## src/rtl/pda_pkg.sv

```systemverilog
package pda_pkg;
    typedef enum logic [2:0] {
        ST_LOAD,
        ST_EQUAL,
        ST_SKEW,
        ST_SINGLE,
        ST_PWRSAVE
    } arb_state_t;
endpackage

```

## src/rtl/pda_classify.sv

```systemverilog
module pda_classify
    import pda_pkg::*;
#(
    parameter int PRIO_W   = 3,
    parameter int SKEW_CAP = 3,
    parameter int PS_LOG   = 5,
    parameter int PS_LEVEL = 1,
    parameter int CNT_W    = 5
) (
    input  logic [PRIO_W-1:0] p0_i,
    input  logic [PRIO_W-1:0] p1_i,
    output arb_state_t        mode_o,
    output logic              hi_o,
    output logic [CNT_W-1:0]  last_o
);
    localparam logic [PRIO_W-1:0] MAXP    = '1;
    localparam logic [PRIO_W-1:0] PS_P    = PRIO_W'(PS_LEVEL);
    localparam logic [CNT_W-1:0]  PS_LAST = CNT_W'((1 << PS_LOG) - 1);

    int gap;
    int lvl;

    always_comb begin
        mode_o = ST_SKEW;
        hi_o   = (p1_i > p0_i);
        last_o = '0;
        gap    = 0;
        lvl    = 0;
        if (p0_i == p1_i) begin
            hi_o = 1'b0;
            if (p0_i == PS_P) begin
                mode_o = ST_PWRSAVE;
                last_o = PS_LAST;
            end else begin
                mode_o = ST_EQUAL;
                last_o = CNT_W'(1);
            end
        end else begin
            if ((p0_i == '0 && p1_i == MAXP) || (p1_i == '0 && p0_i == MAXP))
                mode_o = ST_SINGLE;
            gap    = (p1_i > p0_i) ? (int'(p1_i) - int'(p0_i))
                                   : (int'(p0_i) - int'(p1_i));
            lvl    = (gap > SKEW_CAP) ? SKEW_CAP : gap;
            last_o = CNT_W'((1 << (lvl + 1)) - 1);
        end
    end
endmodule

```

## src/rtl/pda_window.sv

```systemverilog
module pda_window #(
    parameter int CNT_W = 5
) (
    input  logic             clk,
    input  logic             rst_n,
    input  logic             en,
    input  logic [CNT_W-1:0] last_i,
    output logic [CNT_W-1:0] cnt_o,
    output logic             win_end_o
);
    assign win_end_o = en && (cnt_o == last_i);

    always_ff @(posedge clk) begin
        if (!rst_n)
            cnt_o <= '0;
        else if (win_end_o)
            cnt_o <= '0;
        else if (en)
            cnt_o <= cnt_o + 1'b1;
    end
endmodule

```

## src/rtl/pda_pick.sv

```systemverilog
module pda_pick
    import pda_pkg::*;
#(
    parameter int CNT_W = 5
) (
    input  arb_state_t       state_i,
    input  logic             en,
    input  logic [CNT_W-1:0] cnt_i,
    input  logic [CNT_W-1:0] last_i,
    input  logic             hi_i,
    input  logic             alt_i,
    input  logic [1:0]       elig_i,
    output logic [1:0]       grant_o
);
    logic slot;
    logic owner;

    always_comb begin
        slot  = 1'b0;
        owner = 1'b0;
        unique case (state_i)
            ST_LOAD: begin
                slot  = 1'b0;
                owner = 1'b0;
            end
            ST_EQUAL: begin
                slot  = 1'b1;
                owner = cnt_i[0];
            end
            ST_SKEW, ST_SINGLE: begin
                slot  = 1'b1;
                owner = (cnt_i == last_i) ? ~hi_i : hi_i;
            end
            ST_PWRSAVE: begin
                slot  = (cnt_i == last_i);
                owner = alt_i;
            end
            default: begin
                slot  = 1'b0;
                owner = 1'b0;
            end
        endcase

        grant_o = 2'b00;
        if (en && slot) begin
            if (elig_i[owner])
                grant_o[owner] = 1'b1;
            else if (elig_i[~owner])
                grant_o[~owner] = 1'b1;
        end
    end
endmodule

```

## src/rtl/prio_decode_arbiter.sv

```systemverilog
module prio_decode_arbiter
    import pda_pkg::*;
#(
    parameter int PRIO_W   = 3,
    parameter int SKEW_CAP = 3,
    parameter int PS_LOG   = 5,
    parameter int PS_LEVEL = 1
) (
    input  logic              clk,
    input  logic              rst_n,
    input  logic              en,
    input  logic [PRIO_W-1:0] prio0,
    input  logic [PRIO_W-1:0] prio1,
    input  logic              rdy0,
    input  logic              rdy1,
    output logic [1:0]        grant,
    output logic              single_thread,
    output logic              power_save
);
    localparam int CNT_W = (PS_LOG > SKEW_CAP + 1) ? PS_LOG : SKEW_CAP + 1;

    arb_state_t        state_q;
    arb_state_t        mode_n;
    logic              hi_n;
    logic              hi_q;
    logic              alt_q;
    logic [CNT_W-1:0]  last_n;
    logic [CNT_W-1:0]  last_q;
    logic [CNT_W-1:0]  cnt;
    logic              win_end;
    logic [PRIO_W-1:0] p0_q;
    logic [PRIO_W-1:0] p1_q;
    logic [1:0]        elig;

    pda_classify #(
        .PRIO_W   (PRIO_W),
        .SKEW_CAP (SKEW_CAP),
        .PS_LOG   (PS_LOG),
        .PS_LEVEL (PS_LEVEL),
        .CNT_W    (CNT_W)
    ) u_classify (
        .p0_i   (prio0),
        .p1_i   (prio1),
        .mode_o (mode_n),
        .hi_o   (hi_n),
        .last_o (last_n)
    );

    pda_window #(.CNT_W(CNT_W)) u_window (
        .clk       (clk),
        .rst_n     (rst_n),
        .en        (en),
        .last_i    (last_q),
        .cnt_o     (cnt),
        .win_end_o (win_end)
    );

    // State register: a new mode and new priorities are taken only at a window end.
    always_ff @(posedge clk) begin
        if (!rst_n) begin
            state_q <= ST_LOAD;
            p0_q    <= '0;
            p1_q    <= '0;
            hi_q    <= 1'b0;
            last_q  <= '0;
            alt_q   <= 1'b0;
        end else if (win_end) begin
            state_q <= mode_n;
            p0_q    <= prio0;
            p1_q    <= prio1;
            hi_q    <= hi_n;
            last_q  <= last_n;
            if (state_q == ST_PWRSAVE)
                alt_q <= ~alt_q;
        end
    end

    assign elig[0] = rdy0 && (p0_q != '0);
    assign elig[1] = rdy1 && (p1_q != '0);

    pda_pick #(.CNT_W(CNT_W)) u_pick (
        .state_i (state_q),
        .en      (en),
        .cnt_i   (cnt),
        .last_i  (last_q),
        .hi_i    (hi_q),
        .alt_i   (alt_q),
        .elig_i  (elig),
        .grant_o (grant)
    );

    // Output process: mode flags come straight from the registered state.
    always_comb begin
        single_thread = 1'b0;
        power_save    = 1'b0;
        unique case (state_q)
            ST_SINGLE:  single_thread = 1'b1;
            ST_PWRSAVE: power_save    = 1'b1;
            ST_LOAD, ST_EQUAL, ST_SKEW: begin
                single_thread = 1'b0;
                power_save    = 1'b0;
            end
            default: begin
                single_thread = 1'b0;
                power_save    = 1'b0;
            end
        endcase
    end
endmodule

```

## config.mk

```make
export PLATFORM = sky130hd
export DESIGN_NAME = prio_decode_arbiter
export DESIGN_NICKNAME = d
export VERILOG_FILES = /design/src/rtl/pda_pkg.sv /design/src/rtl/pda_classify.sv /design/src/rtl/pda_window.sv /design/src/rtl/pda_pick.sv /design/src/rtl/prio_decode_arbiter.sv
export SDC_FILE = /design/constraint.sdc
export NUM_CORES = 1
export LEC_CHECK = 0
export BUFFER_PORTS_ARGS = -buffer_cell sky130_fd_sc_hd__buf_2
export CAP_MARGIN = 15
export CORE_ASPECT_RATIO = 0.9
export CORE_MARGIN = 4
export CORE_UTILIZATION = 25
export DETAILED_ROUTE_END_ITERATION = 8
export PLACE_DENSITY = 0.37
export RECOVER_POWER = 100
export SYNTH_ARGS = -nofsm -noshare
export SYNTH_HDL_FRONTEND = slang
export SYNTH_SLANG_ARGS = --single-unit
```

## constraint.sdc

```tcl
create_clock -name clk -period 11.94 [get_ports clk]
set_clock_uncertainty 0.05 [all_clocks]
set_input_delay 2.388 -clock clk [delete_from_list [all_inputs] [get_ports clk]]
set_output_delay 2.388 -clock clk [all_outputs]
set_load 0.05 [all_outputs]
```

After elaboration in Yosys (flattened, before gate mapping)
Cells that the tools add are included.

Register bits: 21. Output and inout bits: 4. Word-level logic and storage cells: 73.

Order comparisons: 6. $add $sub $neg: 5. Bitwise logic cells: 4. Equal/unequal tests: 9. Mux-type cells: 24. Reductions and logical operators: 17. Shift operators: 1.

Operators with widths (count): 32-bit two-way mux (2); 32-bit by 2-bit adder with 32-bit output (second input constant) (1); 32-bit by 3-bit > comparator with 1-bit output (second input constant) (1); 1-bit by 32-bit << shifter with 5-bit output (first input constant) (1); 1-bit two-way mux (11); 5-bit two-way mux (2); 3-bit == test (second input constant) (3); 1-bit logical AND (8); 3-bit by 3-bit subtractor with 4-bit output (2); 3-bit by 1-bit == test with 1-bit output (second input constant) (2); 3-bit by 2-bit == test with 1-bit output (second input constant) (2); 3-bit zero test (2); 2-bit two-way mux (3); 3-bit two-way mux (2); 3-bit nonzero test (2); 5-bit by 1-bit adder with 5-bit output (second input constant) (1); 5-bit == test (1); 5-bit by 2-bit subtractor with 5-bit output (second input constant) (1); 1-bit by 2-bit < comparator with 1-bit output (second input constant) (2); 1-bit inverter (4); 2-bit OR reduction (2); 3-bit == test (1); 3-bit > comparator (1); 1-bit case mux with 3 select lines (1); other kinds (6) (8).

Depth between registers and ports, before layout
Gate-level depths: netlist of the first run.

Depth after elaboration: 11. Gate-level depth with buffers: 25. Mapped depth without buffers: 22.

By module
A second synthesis of the first run with hierarchy kept.

Cells, all modules: 208. Area total of the unflattened synthesis: 1818.0 um^2.

By module, submodules not included: pda_classify (instances 1, area each 698.2 um^2, cells each 96); prio_decode_arbiter (instances 1, area each 664.4 um^2, cells each 58); pda_window (instances 1, area each 284.0 um^2, cells each 29); pda_pick (instances 1, area each 171.4 um^2, cells each 25).

Worst setup path before layout of the first run
No wires, ideal clock.

Path kind: input port to output port. Start: input port en. End: output port grant[0]. Path slack: 4861 ps. Data arrival time: 4641 ps. Stages: 6. Buffers on the path: 1. Path through: clkbuf_1 inv_1 nor3_1 nand2_1 o31a_1 a311oi_1.

Longest elaborated chain between the ends: 2.

RTL lines: start, declared (line prio_decode_arbiter.sv:11) `input logic en,`; 1-bit logical AND (line pda_pick.sv:45) `if (en && slot) begin`; 2-bit two-way mux (line pda_pick.sv:45); end, declared (line prio_decode_arbiter.sv:16) `output logic [1:0] grant,`.

Every way passes these cells.

Worst setup path in the final report of the first run
Start: input port prio0[0]. End: register last_q[4].

Longest elaborated chain between the ends: 8. Elaborated cells between the ends (all ways): 13. Those cells by class: add/sub: 4; order compare: 2; eq/ne: 2; shift: 1; mux: 4.

RTL lines: start, declared (line prio_decode_arbiter.sv:12) `input logic [PRIO_W-1:0] prio0,`; 3-bit by 3-bit subtractor with 4-bit output (tied with other cells) (line pda_classify.sv:42) `: (int'(p0_i) - int'(p1_i));`; 32-bit two-way mux (line pda_classify.sv:41) `gap = (p1_i > p0_i) ? (int'(p1_i) - int'(p0_i))`; 32-bit by 3-bit > comparator with 1-bit output (line pda_classify.sv:43) `lvl = (gap > SKEW_CAP) ? SKEW_CAP : gap;`; 32-bit two-way mux (line pda_classify.sv:43); 32-bit by 2-bit adder with 32-bit output (line pda_classify.sv:44) `last_o = CNT_W'((1 << (lvl + 1)) - 1);`; 1-bit by 32-bit << shifter with 5-bit output (line pda_classify.sv:44); 5-bit by 2-bit subtractor with 5-bit output (line pda_classify.sv:44); 5-bit two-way mux * (line pda_classify.sv:29) `if (p0_i == p1_i) begin`; end signal, assigned (line prio_decode_arbiter.sv:72) `last_q <= last_n;`; end, declared (line prio_decode_arbiter.sv:28) `logic [CNT_W-1:0] last_q;`.

Mark *: on every way between the ends. The rest lies on a longest branch, timed or not. A chain may end at the register's enable or synchronous reset.

==> results list, run 1 <==
- For this run, the number of standard cells in the final layout without fillers is roughly 320.
* # Max-Cap Violations: 0
- Number of buffer and inverter instances along the worst setup path: 4
- GRT Total Usage: 0.1111
* Final routed wire length divided by cell count: about 13 microns
- Synthesis produced a netlist with a net count of 248.
- 15 I/O pins were placed.
- Clock-pin slew reported for the worst setup and hold paths after clock tree synthesis: around 0.080 ns
* Residual antenna-violating net count after detailed routing: 0
- Antenna violations before repair: 0
- Final setup violation count: 0
- TritonCTS created 3 clock buffers.
- Vias/cell: 4.875
- Source of the worst register-to-register timing path: u_window.cnt_o[0]
- Post-Place Cells: roughly 320
* Peak clock frequency supported by timing: about 0.14 GHz
* TritonRoute pass-1 iters: 4
- Once placement finished, the instance area stood at approximately 1900 sq um.
- Setup TNS: 0 ns
* Net count of the finished layout: ~260
- The synthesized netlist occupies a cell area of 1705 sq um.
- Actual transition at the worst max-transition pin: around 0.68 ns
- Classification of the worst setup path: in2reg
* Avg Synthesized Cell Area: 7.717 sq um
- Among all flip-flop cells after synthesis, the most frequent one is sky130_fd_sc_hd__dfxtp_1.
* Cell area after layout: roughly 1900 sq um
* CP dominant cell by count: sky130_fd_sc_hd__ha_1
- During placement, the flow inserted port buffers numbering 14.
- Worst hold path type: reg2reg
- Global-route wire length before repair: around 7400 microns
- Leakage component of the power: just over 0.7 nW
* Count of hold buffers inserted by post-cts repair: 0
- Count of H-tree levels built during CTS: 1
- The clock drives 21 sinks.
- Initial core utilization: 0.2589
- Post-CTS setup-driven buffer insertion count: 0
* DRC violation total after the first TritonRoute iteration: roughly 110
- Endpoint of the worst hold-timing path: p1_q[2]
- Kind of end point of the critical path: register
- The repair_antennas step left the layout with diodes totalling 0.
* Worst hold path depth: 2
- Top post-synthesis cells by area: sky130_fd_sc_hd__dfxtp_1 25%, sky130_fd_sc_hd__ha_1 9.5%, sky130_fd_sc_hd__nand2_1 7.5%
- Yosys top cell by area: sky130_fd_sc_hd__dfxtp_1
* Crit Path Max Fanout: 10
* Final period util: 0.6083
- The run finished with clean final reports.
* Count of vias placed by the detailed router: 1565
- Maximum number of buffers from clock root to sink: 2
- Share of synthesized area occupied by flip-flops and latches: 0.2465
- The critical path crosses 22 cells after its start point.
- Total length of routed wires: 4287 microns
* Final critical-path required period: just over 7 ns
- The synthesized design contains 21 register bits.
- Sum of internal, switching and leakage power: approximately 0.3 mW
- The synthesized design contains 0 enable-type register cells.
* Power per cell area: around 160 nW/um^2
- Arrival time at the worst endpoint: about 7.4 ns
* Number of max-slew violations in the final report: 0
* Register-to-register path setup slack: 9.91 ns
- Vertical extent of the die: between 80 and 90 microns
- Residual DRC: 0
* Overall die area: between 8000 and 9000 sq um
* Cell family contributing the most delay on the critical path: adder cells
* CP required: roughly 12 ns
* Worst relative slew slack: 0.5447
- The die is ~95 microns wide.
* Post-synth cell types: 51
* Largest net degree at the start of global routing: 17
- Proportion of synthesized flip-flops having asynchronous set or reset: 0
* Hold slack: ~0.4 ns
- Clock tree from TritonCTS: yes
- The share of synthesized area in the top cell type comes to 0.2465.
* Category of the worst setup path launch point: primary input
- Worst-path cell with the longest stage delay: sky130_fd_sc_hd__nor4_1
- On the worst path, the slowest cell contributes a delay of between 0.6 and 0.7 ns.
- Final Hold Fails: 0
- Placeable core area: between 6000 and 7000 sq um
* Setup slack at placement: approximately 4.5 ns
- # resized after CTS: 0
* HPWL after detailed placement: approximately 3400 microns
* RSZ-0062 raised after global routing: no
- The Yosys step of the flow raised 0 warnings.
- Final WS setup: about 4.7 ns
- Counting cells, the worst reg-to-reg path comes to 5.
- The floorplan has 28 rows.
- Routability Congestion: between 0.7 and 0.8
* Worst reg2reg path endpoint: last_q[4]
* VDD IR max: ~0.000051 V
- Measured on the finished design, the core utilization comes to 0.2867.
* Via count of the first global-routing pass: 1538
- Clock Latency Late Sink: ~0.26 ns
- Crit-path cells: clkbuf_1, ha_1, inv_1, fa_1, inv_1, fa_1, a311oi_1, o21bai_1, nor2_1, o21ai_0, ha_1, o221ai_1, ha_1, nand4bb_1, nor4_1, o21ai_0, ha_1, inv_1, a41oi_1, nand3_1, nor3b_1, o31a_1
* Mapped Cells: about 220
- Critical hold path startpoint: p1_q[2]
- Of the cells placed in the final design, the portion with a size suffix greater than 1 is 0.09524.
* Root Buffer: sky130_fd_sc_hd__clkbuf_8
- Summed over all layers, the global routing overflow is 0.
* Synthesis-to-layout area growth: 10.71%
## cell usage after synthesis (all sizes together), types with 3 or more instances
cell	count
nor2	18
xor2	5
or2	4
a21oi	17
mux2i	3
a311oi	4
nand2	34
o21ai	6
ha	13
nand3	8
nand4	4
nor3	6
fa	3
o211ai	4
clkbuf	7
or3	4
dfxtp	21
inv	15
xnor2	6
and3	3
## area by class of cell
class / instances / area, sq um
sequential: 21 / 420.4
fill: 757 / 4698
clock inverter: 1 / 5.005
inverter: 15 / 56.30
multi-input combinational: 176 / 1182
timing repair buffer: 15 / 70.07
clock buffer: 3 / 41.29
tap: 90 / 112.6
## registers in the layout (all words and copies together) (netlist names)
| name | count |
|---|---|
| u_window.cnt_o | 5 |
| p0_q | 3 |
| p1_q | 3 |
| hi_q | 1 |
| alt_q | 1 |
| state_q | 3 |
| last_q | 5 |
## per-layer routing
metal / track usage / part of all wire / up-vias
met5: 0 / 0 / -
met4: 0.01180 / 0.0040 / 0
met3: 0.02431 / 0.031 / 2
met2: 0.1780 / 0.46 / 29
met1: 0.1576 / 0.51 / 725
li1: - / - / 809
## cells in the final DEF (no fill, tap or decap), types with 4 or more instances in the layout
cell and n:
sky130_fd_sc_hd__clkbuf_1 6, sky130_fd_sc_hd__a21oi_1 17, sky130_fd_sc_hd__nand2_1 34, sky130_fd_sc_hd__buf_2 8, sky130_fd_sc_hd__nor3_1 6, sky130_fd_sc_hd__xor2_1 5
sky130_fd_sc_hd__nand3_1 8, sky130_fd_sc_hd__o211ai_1 4, sky130_fd_sc_hd__o21ai_0 6, sky130_fd_sc_hd__inv_1 15, sky130_fd_sc_hd__nand4_1 4, sky130_fd_sc_hd__ha_1 13
sky130_fd_sc_hd__dfxtp_1 21, sky130_fd_sc_hd__or3_1 4, sky130_fd_sc_hd__nor2_1 18, sky130_fd_sc_hd__a311oi_1 4, sky130_fd_sc_hd__xnor2_1 6
## worst reg2reg max path: stages (launching register included)
cell and delay, ns:
sky130_fd_sc_hd__dfxtp_1 0.46, sky130_fd_sc_hd__xnor2_1 0.15, sky130_fd_sc_hd__nand3_1 0.15, sky130_fd_sc_hd__or3_1 0.58
sky130_fd_sc_hd__a21o_1 0.27, sky130_fd_sc_hd__o31a_1 0.26
## cell families after synthesis
| kind of cell | count (synthesis) | synth area share |
|---|---|---|
| DFF | 21 | 0.2465 |
| and+or+nand+nor | 91 | 0.2590 |
| muxes | 3 | 0.01761 |
| buffers and inverters | 24 | 0.05429 |
| AOI/OAI and AO/OA | 55 | 0.2355 |
| xor gates and xnor gates | 11 | 0.05649 |
| adders and majority gates | 16 | 0.1306 |
## worst max-delay path by stage
stage / startpoint / slack (ns) / end
6_report: prio0[0] / 4.68 / last_q[4]
5_1_grt: prio0[0] / 4.22 / last_q[4]
4_1_cts: prio1[0] / 4.75 / last_q[4]
3_5_place_dp: prio1[0] / 4.47 / last_q[4]
3_3_place_gp: prio1[0] / 4.35 / last_q[4]
2_1_floorplan: en / 4.86 / grant[0]
## where the power goes
part	internal, mW	switching [mW]	total (mW)
combinational	0.0590	0.0929	0.152
sequential	0.0891	0.0154	0.104
clock	0.0232	0.0232	0.0464
Power figures use the tool's default switching activity.
==> run 2, diff against run 1 <==
PLACE_DENSITY = 0.38   (was 0.37)
clock period = 6.35 ns   (was 11.94 ns; I/O delays follow)
==> run 2 against run 1 <==
Register-to-register slack worse by 5.6 ns; sequential power is 88% higher; first-iteration DRC count is 32% lower; non-clock buffer count is 2 higher; power is 87% higher; setup slack worse by 4.1 ns; wire length is 0.56% lower; die area stayed put; combinational power is 88% higher; sequential share of layout area is 0.19 points lower; clock power is 84% higher; critical path type unchanged; largest cell class unchanged; highest routed layer unchanged.
==> results list, run 2 (synthesized netlist as in run 1, its figures left out) <==
- Placed standard-cell area: 1874 sq um
* Classification of the worst setup path: in2reg
- Via count of the first global-routing pass: 1505
* Layout cells sized above 1: 0.1030
- The repair_antennas step left the layout with diodes totalling 0.
- The detailed router finished its first iteration with 78 violations.
- In the global route stage, overall resource usage came out at 0.1084.
* Cell area after layout: around 1900 sq um
- Crit Path Max Fanout: 10
- For this configuration, the core starts out at a cell density of 0.2589.
- Final Hold Fails: 0
- After floorplanning, the core was sized to cover about 6600 sq um.
- The run finished with clean final reports.
- Count of hold buffers inserted by post-cts repair: 0
- Dividing the detail-routed wire length by the instance count gives 13.20 microns.
- # Max-Cap Violations: 0
- Clock tree from TritonCTS: yes
- Dividing total power by cell area gives a power density of about 300 nW/um^2.
- For the worst setup path, the data arrival time is just under 6 ns.
- Routability Congestion: 0.7487
- In this run the count of I/O pins placed on the die edge is 15.
- For the pin with the worst max-slew slack, the measured transition is 0.6013 ns.
- Maximum number of buffers from clock root to sink: 2
- TritonRoute pass-1 iters: 4
* Number of max-slew violations in the final report: 0
- Vias/cell: roughly 4.9
* Worst-path cell with the longest stage delay: sky130_fd_sc_hd__fa_1
- On the critical path the largest part of the delay comes from compound AO/OA/AOI/OAI gates.
- Global-route wire length before repair: slightly above 7000 microns
- STA puts the critical path data required time at between 6 and 7 ns.
- Residual antenna-violating net count after detailed routing: 0
- Traced cell by cell, the critical path runs through clkbuf_1, inv_1, ha_1, inv_1, fa_1, inv_1, fa_1, a311oi_1, o21bai_1, nor2_1, o21ai_0, ha_1, o221ai_1, ha_1, nand4bb_1, nor3_1, nand2_1, or4_1, a2111o_1, o211ai_2.
* Die W: ~95 microns
- The initial antenna violation count was 0.
* Worst hold path type: reg2reg
- Number of buffer and inverter instances along the worst setup path: 4
* Root Buffer: sky130_fd_sc_hd__clkbuf_8
* Setup TNS: 0 ns
* Count of H-tree levels built during CTS: 1
* Largest stage delay on the critical path: about 0.5 ns
* Worst relative slew slack: 0.5954
- The net count of the finished layout is 261.
- Leading cell type in the layout, fill and taps excluded: sky130_fd_sc_hd__nand2_1
* Biggest regs: last_q (5), u_window.cnt_o (5)
* Overall die area: 8209 sq um
- For this run the aggregate overflow at the end of global routing stands at 0.
- # resized after CTS: 0
- STA classifies the critical path endpoint as a register.
- Vertical extent of the die: roughly 86 microns
- Sink Count: 21
* Category of the worst setup path launch point: primary input
* Final period util: 0.9056
- Total length of routed wires: about 4300 microns
* Input/output buffers: 14
- Clock Latency Late Sink: roughly 0.26 ns
* Clock-pin slew reported for the worst setup and hold paths after clock tree synthesis: 0.08 ns
* Number of CTS-inserted buffers: 3
- RSZ-0062 raised after global routing: no
* Peak clock frequency supported by timing: roughly 0.17 GHz
- Relative to the synthesized area, the layout overhead comes to 11.67%.
- Row Count: 28
- In this run the post-CTS setup repair buffer count came out at 0.
- In this run the static leakage power is about 0.74 nW.
* Final setup violation count: 0
- Count of vias placed by the detailed router: about 1600
- Detailed placement ended at an HPWL of 3426 microns.
* Largest net degree at the start of global routing: 16
- The library cells used most frequently in the layout, excluding fill and tap cells, are 34 x sky130_fd_sc_hd__nand2_1, 21 x sky130_fd_sc_hd__dfxtp_1, 18 x sky130_fd_sc_hd__nor2_1.
* Residual DRC: 0
- Across the VDD grid, the largest voltage drop is 0.0001022 V.
* Final critical-path required period: around 5.8 ns
==> run 2: metrics by stage <==
stage | hold slack [ns] | instances | util | setup WS (ns) | total power, mW
after floorplan | 0.3810 | 221 | - | 0.5664 | 0.4168
after CTS | 0.4090 | 323 | 0.2916 | 0.6603 | 0.5790
final | 0.4084 | 323 | 0.2891 | 0.5995 | 0.5676
after global placement | 0.3913 | 319 | 0.2846 | 0.4326 | 0.4975
after global routing | 0.4417 | 323 | 0.2891 | 0.1021 | 0.6249
after detailed placement | 0.3981 | 319 | 0.2846 | 0.3897 | 0.4913
==> run 2: area by class of cell <==
type | instances | area, sq um
fillers | 758 | 4682
multi-input cells | 176 | 1184
flip-flops and latches | 21 | 420.4
well taps | 90 | 112.6
repair buffers | 17 | 85.08
inverters | 15 | 56.30
clock buffers | 3 | 41.29
clock inverters | 1 | 5.005
==> run 2: power breakdown <==
| group | switching (mW) | leakage [nW] | internal [mW] | total [mW] |
|---|---|---|---|---|
| clock network | 0.0420 | 0.0255 | 0.0436 | 0.0856 |
| logic | 0.172 | 0.546 | 0.113 | 0.286 |
| registers | 0.0287 | 0.171 | 0.168 | 0.196 |
==> run 2: worst paths after layout <==
kind / from / endpoint / slack, ns / cells after the start
worst max-delay path: prio1[0] / last_q[2] / 0.60 / 20
worst min-delay path: p1_q[2] / p1_q[2] / 0.41 / 2
worst max register to register: u_window.cnt_o[0] / last_q[2] / 4.30 / 6
worst min register to register: p1_q[2] / p1_q[2] / 0.41 / 2
==> run 2: worst min-delay path: stages, from the launching register on <==
cell                      delay, ns
sky130_fd_sc_hd__dfxtp_1       0.31
sky130_fd_sc_hd__nand2_1       0.05
sky130_fd_sc_hd__a21oi_1       0.05
==> run 2: routing by layer <==
| layer | up-vias | GRT usage | share of wire |
|---|---|---|---|
| met4 | 0 | 0.007864 | 0.0019 |
| met3 | 2 | 0.02344 | 0.034 |
| li1 | 818 | - | - |
| met2 | 26 | 0.1736 | 0.45 |
| met5 | - | 0 | 0 |
| met1 | 733 | 0.1555 | 0.51 |
